[src/rtl/scsic_pkg.sv]
package scsic_pkg;

   localparam int IDX_W = 3;

   typedef enum logic [IDX_W-1:0] {
      RX_STAT  = 3'd0,
      RX_INTR  = 3'd1,
      RX_SEQ   = 3'd2,
      RX_FLAGS = 3'd3,
      RX_CMD   = 3'd4,
      RX_CFG1  = 3'd5,
      RX_FIFO  = 3'd6,
      RX_SPARE = 3'd7
   } reg_idx_e;

   // status bit positions
   localparam int ST_INT = 7;
   localparam int ST_TC  = 4;
   localparam logic [2:0] PH_MSGIN = 3'b111;

   // interrupt cause codes
   localparam logic [7:0] IC_RST   = 8'h80;
   localparam logic [7:0] IC_ILL   = 8'h40;
   localparam logic [7:0] IC_DISC  = 8'h20;
   localparam logic [7:0] IC_BSVC  = 8'h10;
   localparam logic [7:0] IC_FDONE = 8'h08;

   localparam logic [2:0] SEQ_DONE = 3'd4;

   localparam int         CFG1_NOREPORT = 6;
   localparam logic [7:0] CFG1_INIT     = 8'h07;

   localparam int OP_W = 7;
   localparam logic [OP_W-1:0] OP_NOP    = 7'h00;
   localparam logic [OP_W-1:0] OP_FLUSH  = 7'h01;
   localparam logic [OP_W-1:0] OP_BUSRST = 7'h03;
   localparam logic [OP_W-1:0] OP_ICCS   = 7'h11;
   localparam logic [OP_W-1:0] OP_MSGOK  = 7'h12;
   localparam logic [OP_W-1:0] OP_SELON  = 7'h44;
   localparam logic [OP_W-1:0] OP_SELOFF = 7'h45;

   typedef struct packed {
      logic       load_ic;
      logic [7:0] ic_val;
      logic       clr_seq;
      logic       flush;
      logic       set_msgin;
      logic       raise;
      logic       raise_maskable;
   } cmd_act_t;

endpackage

[src/rtl/scsic_idx_dec.sv]
module scsic_idx_dec #(
   parameter  int SHIFT  = 2,
   localparam int ADDR_W = scsic_pkg::IDX_W + SHIFT
) (
   input  logic [ADDR_W-1:0]   addr,
   output scsic_pkg::reg_idx_e idx
);
   import scsic_pkg::*;

   generate
      if (SHIFT == 0) begin : g_flat
         assign idx = reg_idx_e'(addr);
      end else begin : g_stride
         logic [ADDR_W-1:0] shifted;
         assign shifted = addr >> SHIFT;
         assign idx     = reg_idx_e'(shifted[IDX_W-1:0]);
      end
   endgenerate

endmodule

[src/rtl/scsic_cmd_dec.sv]
module scsic_cmd_dec (
   input  logic [scsic_pkg::OP_W-1:0] opcode,
   output scsic_pkg::cmd_act_t        act
);
   import scsic_pkg::*;

   always_comb begin
      act = '0;
      unique case (opcode)
         OP_NOP: ;
         OP_FLUSH: begin
            act.load_ic = 1'b1;
            act.ic_val  = IC_FDONE;
            act.clr_seq = 1'b1;
            act.flush   = 1'b1;
         end
         OP_BUSRST: begin
            act.load_ic        = 1'b1;
            act.ic_val         = IC_RST;
            act.raise_maskable = 1'b1;
         end
         OP_ICCS: begin
            act.load_ic   = 1'b1;
            act.ic_val    = IC_FDONE;
            act.set_msgin = 1'b1;
            act.raise     = 1'b1;
         end
         OP_MSGOK: begin
            act.load_ic = 1'b1;
            act.ic_val  = IC_DISC;
            act.clr_seq = 1'b1;
            act.flush   = 1'b1;
            act.raise   = 1'b1;
         end
         OP_SELON, OP_SELOFF: begin
            act.load_ic = 1'b1;
            act.ic_val  = 8'h00;
         end
         default: begin
            act.load_ic = 1'b1;
            act.ic_val  = IC_ILL;
            act.raise   = 1'b1;
         end
      endcase
   end

endmodule

[src/rtl/scsic_fifo_cnt.sv]
module scsic_fifo_cnt #(
   parameter  int DEPTH = 16,
   localparam int CNT_W = $clog2(DEPTH + 1)
) (
   input  logic             clk,
   input  logic             rst_n,
   input  logic             push,
   input  logic             flush,
   output logic [CNT_W-1:0] cnt
);
   localparam logic [CNT_W-1:0] FULL = CNT_W'(DEPTH);

   always_ff @(posedge clk) begin
      if (!rst_n)               cnt <= '0;
      else if (flush)           cnt <= '0;
      else if (push && cnt != FULL) cnt <= cnt + 1'b1;
   end

   AST_FIFO_BOUND: assert property (@(posedge clk) disable iff (!rst_n)
      cnt <= FULL);
   AST_FLUSH_EMPTY: assert property (@(posedge clk) disable iff (!rst_n)
      flush |=> cnt == '0);
   AST_PUSH_SAT: assert property (@(posedge clk) disable iff (!rst_n)
      (push && !flush && cnt == FULL) |=> cnt == FULL);

endmodule

[src/rtl/scsic_stat_regs.sv]
module scsic_stat_regs #(
   parameter  int STRIDE_SHIFT = 2,
   parameter  int FIFO_DEPTH   = 16,
   localparam int ADDR_W       = scsic_pkg::IDX_W + STRIDE_SHIFT
) (
   input  logic              clk,
   input  logic              rst_n,
   input  logic [ADDR_W-1:0] bus_addr,
   input  logic              bus_wr,
   input  logic              bus_rd,
   input  logic              bus_word,
   input  logic [31:0]       bus_wdata,
   output logic [7:0]        bus_rdata,
   input  logic              xfer_done,
   output logic              irq
);
   import scsic_pkg::*;

   localparam int CNT_W = $clog2(FIFO_DEPTH + 1);

   generate
      if (STRIDE_SHIFT < 0 || STRIDE_SHIFT > 8) begin : g_bad_stride
         $error("STRIDE_SHIFT must lie in 0..8");
      end
      if (FIFO_DEPTH < 1 || FIFO_DEPTH > 255) begin : g_bad_depth
         $error("FIFO_DEPTH must lie in 1..255");
      end
   endgenerate

   reg_idx_e         idx;
   cmd_act_t         act;
   logic [7:0]       wbyte;
   logic [7:0]       stat_q, intr_q, cfg1_q;
   logic [2:0]       seq_q;
   logic [CNT_W-1:0] fcnt;
   logic             rd_ok, intr_rd, cmd_wr, cfg1_wr, fifo_wr, raise_now;

   scsic_idx_dec #(.SHIFT(STRIDE_SHIFT)) i_idx (
      .addr (bus_addr),
      .idx  (idx)
   );

   assign wbyte = 8'(bus_wdata);

   scsic_cmd_dec i_cmd (
      .opcode (wbyte[OP_W-1:0]),
      .act    (act)
   );

   assign rd_ok   = bus_rd && !bus_wr && !bus_word;
   assign intr_rd = rd_ok && idx == RX_INTR;
   assign cmd_wr  = bus_wr && idx == RX_CMD;
   assign cfg1_wr = bus_wr && idx == RX_CFG1;
   assign fifo_wr = bus_wr && idx == RX_FIFO;

   assign raise_now = act.raise || (act.raise_maskable && !cfg1_q[CFG1_NOREPORT]);

   scsic_fifo_cnt #(.DEPTH(FIFO_DEPTH)) i_fifo (
      .clk   (clk),
      .rst_n (rst_n),
      .push  (fifo_wr),
      .flush ((cmd_wr && act.flush) || xfer_done),
      .cnt   (fcnt)
   );

   always_ff @(posedge clk) begin
      if (!rst_n) begin
         stat_q <= '0;
         intr_q <= '0;
         seq_q  <= '0;
         cfg1_q <= CFG1_INIT;
      end else begin
         if (intr_rd) begin
            intr_q         <= '0;
            stat_q[ST_TC]  <= 1'b0;
            stat_q[ST_INT] <= 1'b0;
            seq_q          <= SEQ_DONE;
         end
         if (cfg1_wr) cfg1_q <= wbyte;
         if (cmd_wr) begin
            if (act.load_ic)   intr_q      <= act.ic_val;
            if (act.clr_seq)   seq_q       <= '0;
            if (act.set_msgin) stat_q[2:0] <= PH_MSGIN;
            if (raise_now)     stat_q[ST_INT] <= 1'b1;
         end
         if (xfer_done) begin
            stat_q[ST_TC]  <= 1'b1;
            stat_q[ST_INT] <= 1'b1;
            intr_q         <= IC_BSVC;
            seq_q          <= '0;
         end
      end
   end

   always_comb begin
      bus_rdata = '0;
      if (rd_ok) begin
         unique case (idx)
            RX_STAT:  bus_rdata = stat_q;
            RX_INTR:  bus_rdata = intr_q;
            RX_SEQ:   bus_rdata = {5'b0, seq_q};
            RX_FLAGS: bus_rdata = 8'(fcnt);
            RX_CFG1:  bus_rdata = cfg1_q;
            default:  bus_rdata = '0;
         endcase
      end
   end

   assign irq = stat_q[ST_INT];

   AST_RD_CLEARS: assert property (@(posedge clk) disable iff (!rst_n)
      (intr_rd && !xfer_done && !bus_wr) |=> (!irq && intr_q == 8'h00 && seq_q == SEQ_DONE));
   AST_IRQ_HOLDS: assert property (@(posedge clk) disable iff (!rst_n)
      (irq && !intr_rd) |=> irq);
   AST_RST_MASKED: assert property (@(posedge clk) disable iff (!rst_n)
      (cmd_wr && wbyte[OP_W-1:0] == OP_BUSRST && cfg1_q[CFG1_NOREPORT] && !irq && !xfer_done)
      |=> !irq);
   AST_NOP_QUIET: assert property (@(posedge clk) disable iff (!rst_n)
      (cmd_wr && wbyte[OP_W-1:0] == OP_NOP && !xfer_done)
      |=> ($stable(intr_q) && $stable(stat_q) && $stable(seq_q)));
   AST_DONE_TC: assert property (@(posedge clk) disable iff (!rst_n)
      xfer_done |=> (stat_q[ST_TC] && irq && intr_q == IC_BSVC));
   AST_WORD_RD_INERT: assert property (@(posedge clk) disable iff (!rst_n)
      (bus_rd && bus_word && !bus_wr && !xfer_done) |=> ($stable(intr_q) && $stable(irq)));
   AST_WORD_RD_ZERO: assert property (@(posedge clk) disable iff (!rst_n)
      (bus_rd && bus_word) |-> bus_rdata == 8'h00);

endmodule

[config.mk]
export PLATFORM = sky130hd
export DESIGN_NAME = scsic_stat_regs
export DESIGN_NICKNAME = d
export VERILOG_FILES = /design/src/rtl/scsic_pkg.sv /design/src/rtl/scsic_idx_dec.sv /design/src/rtl/scsic_cmd_dec.sv /design/src/rtl/scsic_fifo_cnt.sv /design/src/rtl/scsic_stat_regs.sv
export SDC_FILE = /design/constraint.sdc
export NUM_CORES = 1
export LEC_CHECK = 0
export CAP_MARGIN = 25
export CORE_ASPECT_RATIO = 0.8
export CORE_UTILIZATION = 40
export CTS_CLUSTER_SIZE = 12
export DETAILED_ROUTE_END_ITERATION = 10
export DONT_BUFFER_PORTS = 1
export MAX_ROUTING_LAYER = met4
export SLEW_MARGIN = 40
export SYNTH_ARGS = -nofsm -noshare
export SYNTH_HDL_FRONTEND = slang
export SYNTH_HIERARCHICAL = 1
export SYNTH_SLANG_ARGS = --single-unit
[constraint.sdc]
create_clock -name clk -period 2.2 [get_ports clk]
set_input_delay 0.44 -clock clk [delete_from_list [all_inputs] [get_ports clk]]
set_output_delay 0.44 -clock clk [all_outputs]
set_load 0.005 [all_outputs]
# After elaboration in Yosys (flattened, before gate mapping)
# Index checks and enable logic that the tools add are counted.
[classes]
add_sub_neg = 1
eq_ne = 13
muxes = 20
n_bitwise = 1
reduce_logical = 24
[ops]
columns = ["cell", "count"]
rows = [
  ["$pmux 9 s5", 1],
  ["$pmux 8 s5", 1],
  ["$mux 8", 4],
  ["$eq 7x5->1 const B", 2],
  ["$eq 7x7->1 const B", 2],
  ["$reduce_or 2->1", 5],
  ["$eq 3x3->1 const B", 3],
  ["$logic_and 1x1->1", 9],
  ["$mux 1", 9],
  ["$mux 3", 3],
  ["$eq 7x1->1 const B", 1],
  ["$eq 7x2->1 const B", 1],
  ["$logic_not 7->1", 1],
  ["$eq 3x2->1 const B", 2],
  ["$add 5x1->5 const B", 1],
  ["$mux 5", 1],
  ["$ne 5x5->1 const B", 1],
  ["$reduce_or 5->1", 1],
  ["$eq 3x1->1 const B", 1],
  ["$logic_not 1->1", 3],
  ["$logic_not 3->1", 1],
  ["$logic_or 1x1->1", 2],
  ["$mux 2", 1],
  ["$reduce_and 2->1", 1],
  ["other kinds (2)", 2],
]
[totals]
reg_bits = 27
in_bits = 43
output_inout_bits = 9
elab_cells = 67

# Logic depth before layout (Yosys ltp)
# Gate-level depths: netlist of run 1.
[logic_depth]
ltp_word = 8
depth_mapped = 9
mapped_depth_nobuf = 7

# Hierarchy
# Netlist of run 1, hierarchy kept.
[by_module_without_submodules]
columns = ["module", "n_inst", "cells_per_inst", "area_each_um2", "seq_area_each_um2"]
rows = [
  ["scsic_stat_regs", 1, 135, 1202.4, 440.4],
  ["scsic_fifo_cnt", 1, 29, 274.0, 100.1],
  ["scsic_cmd_dec", 1, 30, 192.7, 0.0],
  ["scsic_idx_dec", 1, 3, 22.5, 0.0],
]

# Worst setup path before layout of run 1
# OpenSTA, ideal clock, no wires.
[synth_path]
path_kind = "input port to output port"
startpoint = "in bus_addr[4]"
endpoint = "out bus_rdata[1]"
arrival_time_ps = 1432
path_slack_ps = 328
path_stages = 6
cell_sequence = "buf_4 > buf_2 > buf_4 > mux2_2 > a22oi_1 > a21oi_1"
[synth_between]
elab_chain_cells = 3
[synth_rtl]
columns = ["item", "line", "rtl"]
rows = [
  ["start: declaration", "scsic_stat_regs.sv:8", "input logic [ADDR_W-1:0] bus_addr,"],
  ["$eq 3x3->1, or another cell as far along", "scsic_stat_regs.sv:98", "unique case (idx)"],
  ["$pmux 8 s5 (*)", "scsic_stat_regs.sv:98", ""],
  ["$mux 8 (*)", "scsic_stat_regs.sv:97", "if (rd_ok) begin"],
  ["end: declaration", "scsic_stat_regs.sv:13", "output logic [7:0] bus_rdata,"],
]
# Every way passes the cells marked *; elsewhere a longest branch is shown, timed or not.

# Worst setup path in the final report of run 1
[layout_path]
startpoint = "reg cfg1_q[4]"
endpoint = "out bus_rdata[4]"
[layout_between]
elab_chain_cells = 2
[layout_rtl]
columns = ["item", "line", "rtl"]
rows = [
  ["start: declaration", "scsic_stat_regs.sv:33", "logic [7:0] stat_q, intr_q, cfg1_q;"],
  ["start signal: assignment", "scsic_stat_regs.sv:79", "if (cfg1_wr) cfg1_q <= wbyte;"],
  ["$pmux 8 s5", "scsic_stat_regs.sv:98", ""],
  ["$mux 8", "scsic_stat_regs.sv:97", ""],
]
# Every way passes these cells.

==> run metrics, run 1 <==
Final Skew 0.00811 ns; Clock Sinks 27; area taken by multi-input logic gates 0.00102 mm2; count leader, synth nand2_1; layout cells sized above 1 12.7%; worst skew pair latency 0.27 ns; hold slack final ~0.24 ns; via count 1,364; busiest layer in global routing met2; post-route minimum period approximately 1.7 ns; PwrDens 504 mW/mm2; Syn-to-layout area delta 1.63%; max cap viols 0; Worst VDD drop ~0.26 mV; post-cts resize count 0; Leak 0.000612 uW; Synth top area share 32.0%; hold depth 1; Area contributors post-synth dfxtp_1, nand2_1, mux2_2; commonest cells in the netlist nand2_1, dfxtp_1, buf_4, nor2_1; Achievable Freq 0.581 GHz; syn avg cell area 8.59 um2; level count of the clock H-tree 1; slowest CP cell dfxtp_1; fillcell total just under 400; Total Routing Usage GR 19.5%; Starting Density 43.1%; PortBufs 0; worst path cell trace mux2_2 -> a221oi_1 -> nor3_1; critical path class register to output pin; worst path arrival time 1.28 ns; R2R cell count 5; critical path required time approximately 1.8 ns; # IOs 52; Final setup viols 0; cts bufs inserted 3; fin nets 235; CP Capture Type output pin; Synth area leader dfxtp_1; die area 0.00449 mm2; Clock Path Buffers 2; Mapped Area 0.00169 mm2; # rows 20; Global Route met2 Usage about 27%; RD Place Congestion 0.860; worst stage delay on the critical path 0.33 ns; DR iter-0 viols 107; Pre-antenna DRT Iters 4; DR vias/cell 5.59; number of global-route vias before repair about 1.3k; number of synthesized flops with an enable pin 0; largest net degree at the start of global routing 17; per-cell routed wire length 15.9 um; Hold Vio Cnt, Final 0; final worst-path cycle share ~78%; first-pass GRT wire length roughly 6200 um; Root Driver clkbuf_8; post-synthesis async set-or-reset flop share 0%; initial antenna violation count 0; dominant synthesized flop cell dfxtp_1; CTS Hold Bufs 0; RSZ-0062 raised after global routing false; die width approximately 75 um; setup TNS 0 ns; Seq/Total Area, Yosys 32.0%; Ys Warns 6; Hold Path Class input pin to register; GRT met1 Usage 26.9%; Die H between 60 and 70 um; Worst Path Max Fanout 2; gr ovfl total 0; post-CTS setup repair buffer count 0; Core Area about 0.0039 mm2; Synth Instances approximately 200; final wirelength 3880 um; Clk pin slew, worst setup/hold paths ~0.090 ns; number of inserted diodes 0; post-synth cell types 50; CTS tree done; Storage cell area about 540 um2; met3 usage 6.41%; hpwl dp 2980 um; Final Max Tran Viols 0; status complete, no violations; startpoint types register; Routed Antenna Nets 0; Synth Register Bits 27; Post-route DRC 0
[final cells by class]
class	count	area share, %
sequential	27	31.4
multi-input combinational	150	59.5
timing repair buffer	3	1.31
inverter	5	1.09
clock buffer	4	2.62
tap	55	4.00
[stage by stage]
step | setup WS (ns) | instance area (um2) | total power (uW) | instances | util (%)
3_3_place_gp | 0.401 | 1670 | 597 | 240 | 42.6
5_1_grt | 0.344 | 1720 | 914 | 244 | 43.8
2_1_floorplan | 0.328 | 1700 | 607 | 200 | -
4_1_cts | 0.470 | 1720 | 883 | 244 | 43.8
6_report | 0.480 | 1720 | 867 | 244 | 43.8
3_5_place_dp | 0.347 | 1670 | 600 | 240 | 42.6
[layer usage]
metal,part of all wire [%],wire (um),vias to the layer above
met5,0,0,-
met4,1.4,53,0
met3,8.5,330,6
met2,42,1620,39
met1,48,1880,639
li1,-,-,680
[cells by family after synthesis]
family	share of synthesized area [%]
AOI/OAI and AO/OA	19.0
xor gates and xnor gates	2.07
adders and majority gates	1.48
buffers and inverters	8.21
DFF	32.0
muxes	7.17
other	0.222
and+or+nand+nor	29.9
[critical path: cells and delay by family (launching register included)]
kind	cells	cell delay, ns
multiplexers	1	0.27
flip-flops	1	0.33
AND/OR/NAND/NOR	1	0.12
AO/OA/AOI/OAI	1	0.29
[flip-flops by register name, summed over array words and instances (netlist names)]
name,flops
seq_q,3
cfg1_q,8
stat_q,3
intr_q,8
i_fifo/cnt,5
[cell usage in the layout (no fill, tap or decap), types with 4 or more instances in the layout]
master,Yosys,layout
nand2_1,29,29
dfxtp_1,27,27
nor2_1,11,11
mux2_2,9,9
a21boi_0,9,9
nor2b_1,7,7
a21oi_1,7,7
and2_1,7,7
a32o_1,7,7
inv_1,5,5
nand3_1,5,5
nor3_1,4,4
nor3b_1,4,4
conb_1,1,4
nand4_1,4,4
[report_power, final]
part | leakage, uW | total (uW) | switching, uW | internal (uW)
clock network | 0.0000228 | 277 | 148 | 130
registers | 0.000219 | 504 | 6.37 | 497
logic | 0.000370 | 85.3 | 42.2 | 43.2
[path summary, 6_finish.rpt]
path | start | endpoint | slack (ns)
setup / recovery | cfg1_q[4]$_SDFFE_PN0P_ | bus_rdata[4] | 0.48
hold / removal | rst_n | cfg1_q[1]$_SDFFE_PN1P_ | 0.24
setup reg to reg | i_fifo/cnt[0]$_SDFFE_PP0P_ | i_fifo/cnt[1]$_SDFFE_PP0P_ | 0.96
hold reg to reg | cfg1_q[1]$_SDFFE_PN1P_ | cfg1_q[1]$_SDFFE_PN1P_ | 0.47
Note: power is estimated with default switching activity, not from simulation.
==> run 2, diff against run 1 <==
--- a/config.mk
+++ b/config.mk
@@ -5,6 +5,7 @@
 export SDC_FILE = /design/constraint.sdc
 export NUM_CORES = 1
 export LEC_CHECK = 0
+export ABC_AREA = 1
 export CAP_MARGIN = 25
 export CORE_ASPECT_RATIO = 0.8
 export CORE_UTILIZATION = 40
==> constraint.sdc (replaced) <==
create_clock -name clk -period 1.8 [get_ports clk]
set_input_delay 0.36 -clock clk [delete_from_list [all_inputs] [get_ports clk]]
set_output_delay 0.36 -clock clk [all_outputs]
set_load 0.005 [all_outputs]
==> run 2 against run 1 <==
- hold slack got worse by 0.071 ns
- total power increased by 25%
- first-iteration DRC count decreased by 25%
- sequential share of layout area decreased by 1.3 points
- area after synthesis increased by 5.0%
- clock power increased by 24%
==> run metrics, run 2 <==
Synth Instances 266 (+35%); Total Power 1080 uW (+25%); per-cell routed wire length 12.0 um (-25%); busiest layer in global routing met2; Seq/Total Area, Yosys 30.4% (-1.5 points); Final setup viols 0 (unchanged); count leader, synth nand2_1; placed cell count 313 (+30%); fillcell total 482 (+22%); Area contributors post-synth dfxtp_1, nand2_1, nor2_1; first-pass GRT wire length 6640 um (+6.4%); Final Skew 0.00369 ns (-0.00442 ns); # IOs 52 (unchanged); Clock Sinks 27 (unchanged); GRT met1 Usage 25.4% (-1.6 points); status complete, no violations; fin nets 306 (+30%); die width 76.5 um (+2.4%); Die H 61.6 um (+2.4%); Mapped Area 0.00178 mm2 (+5.0%); startpoint types register; Clock Path Buffers 2 (unchanged); Starting Density 42.0% (-1.1 points); Worst Path Max Fanout 7 (+5); number of global-route vias before repair 1,433 (+12%); Leak 0.000782 uW (+28%); Routed Antenna Nets 0 (unchanged); critical path required time 1.44 ns (-0.32 ns); Final Non-Filler Cells 317 (+30%); Core Area 0.00423 mm2 (+7.7%); critical path class register to output pin; # rows 21 (+5.0%); DR vias/cell 4.78 (-14%); Final Max Tran Viols 0 (unchanged); setup TNS 0 ns (unchanged); initial antenna violation count 0 (unchanged); met3 usage 6.22% (-0.19 points); level count of the clock H-tree 1 (unchanged); largest net degree at the start of global routing 16 (-1); Post-route DRC 0 (unchanged); post-CTS setup repair buffer count 0 (unchanged); CP Capture Type output pin; layout cells sized above 1 14.6% (+1.9 points); post-synthesis async set-or-reset flop share 0% (unchanged); dominant synthesized flop cell dfxtp_1; commonest cells in the netlist nand2_1, nor2_1, dfxtp_1, inv_1, nand3_1; RSZ-0062 raised after global routing false; post-synth cell types 29 (-42%); Root Driver clkbuf_8; CTS Hold Bufs 0 (unchanged); die area 0.00471 mm2 (+4.9%); hpwl dp 3010 um (+0.95%); post-cts resize count 0 (unchanged); Synth area leader dfxtp_1; Pre-antenna DRT Iters 4 (unchanged); CTS tree done; Hold Vio Cnt, Final 0 (unchanged); Syn-to-layout area delta 0.845%; Total Routing Usage GR 18.9% (-0.64 points); number of synthesized flops with an enable pin 0 (unchanged); PortBufs 0 (unchanged); post-route minimum period between 1 and 1.5 ns; commonest non-fill, non-tap cell in the layout nand2_1; Hold Path Class input pin to register; Synth Register Bits 27 (unchanged); Synth top area share 30.4% (-1.5 points); gr ovfl total 0 (unchanged); Largest regs cfg1_q (8), intr_q (8), i_fifo/cnt (5); Achievable Freq a little under 0.7 GHz; cts bufs inserted 3 (unchanged); Global Route met2 Usage 27.0% (-0.13 points); Clk pin slew, worst setup/hold paths 0.09 ns (about the same); max cap viols 0 (unchanged); RD Place Congestion 0.777 (-9.7%); syn avg cell area 6.68 um2 (-22%); number of inserted diodes 0 (unchanged); worst path arrival time 1.08 ns (-0.20 ns); DR iter-0 viols 80 (-25%); final wirelength 3800 um (-2.1%); worst skew pair latency 0.27 ns (about the same); final worst-path cycle share between 80% and 90%; via count 1,516 (+11%); most frequent cells in the layout nand2_1, nor2_1, dfxtp_1, inv_1, nand3_1; Ys Warns 6 (unchanged); PwrDens 603 mW/mm2 (+20%); Worst VDD drop 0.457 mV (+74%)
run 2: final cells by class:
cell class	count	area, um2	share of cell area (%)
multi-input cells	195	996	55.6
flip-flops and latches	27	541	30.2
inverters	33	131	7.33
well taps	57	71.3	3.98
clock buffers	4	45.0	2.51
repair buffers	1	7.51	0.419
run 2: path summary, 6_finish.rpt:
kind / startpoint / to / slack (ns) / cells past startpoint
max: i_fifo/cnt[2]$_SDFFE_PP0P_ / bus_rdata[2] / 0.36 / 4
min: rst_n / cfg1_q[2]$_SDFFE_PN1P_ / 0.16 / 1
max reg2reg: i_fifo/cnt[0]$_SDFFE_PP0P_ / i_fifo/cnt[2]$_SDFFE_PP0P_ / 0.61 / 8
min reg2reg: seq_q[1]$_SDFF_PP0_ / seq_q[1]$_SDFF_PP0_ / 0.45 / 2
run 2: worst max-delay path, cell delays in order, from the launching register on:
cell and delay, ns:
dfxtp_1 0.45, nand4_1 0.12, nand2_1 0.08, nor2_1 0.04, nor2_1 0.12
run 2: per-stage QoR:
| step | hold WS, ns | setup WS [ns] | cell area, um2 | utilization [%] |
|---|---|---|---|---|
| floorplan | 0.417 | 0.222 | 1790 | - |
| global placement | 0.431 | 0.388 | 1750 | 41.3 |
| detailed placement | 0.432 | 0.369 | 1750 | 41.3 |
| CTS | 0.158 | 0.331 | 1790 | 42.4 |
| global route | 0.151 | 0.230 | 1790 | 42.4 |
| finish | 0.165 | 0.358 | 1790 | 42.4 |
run 2: cells by family after synthesis:
group	synth area share (%)
other	0.211
DFF	30.4
and+or+nand+nor	44.0
adders and majority gates	1.41
buffers and inverters	14.2
xor gates and xnor gates	0.493
AOI/OAI and AO/OA	9.30
run 2: routing by layer:
metal	vias to the layer above	share of wire, %
met5	-	0
met4	0	0.55
met3	2	4.9
met2	23	41
met1	673	53
li1	818	-
run 2: where the power goes:
group | leakage, uW | internal [uW] | switching [uW]
logic | 0.000540 | 40.6 | 75.8
clock network | 0.0000228 | 159 | 185
registers | 0.000219 | 611 | 9.60
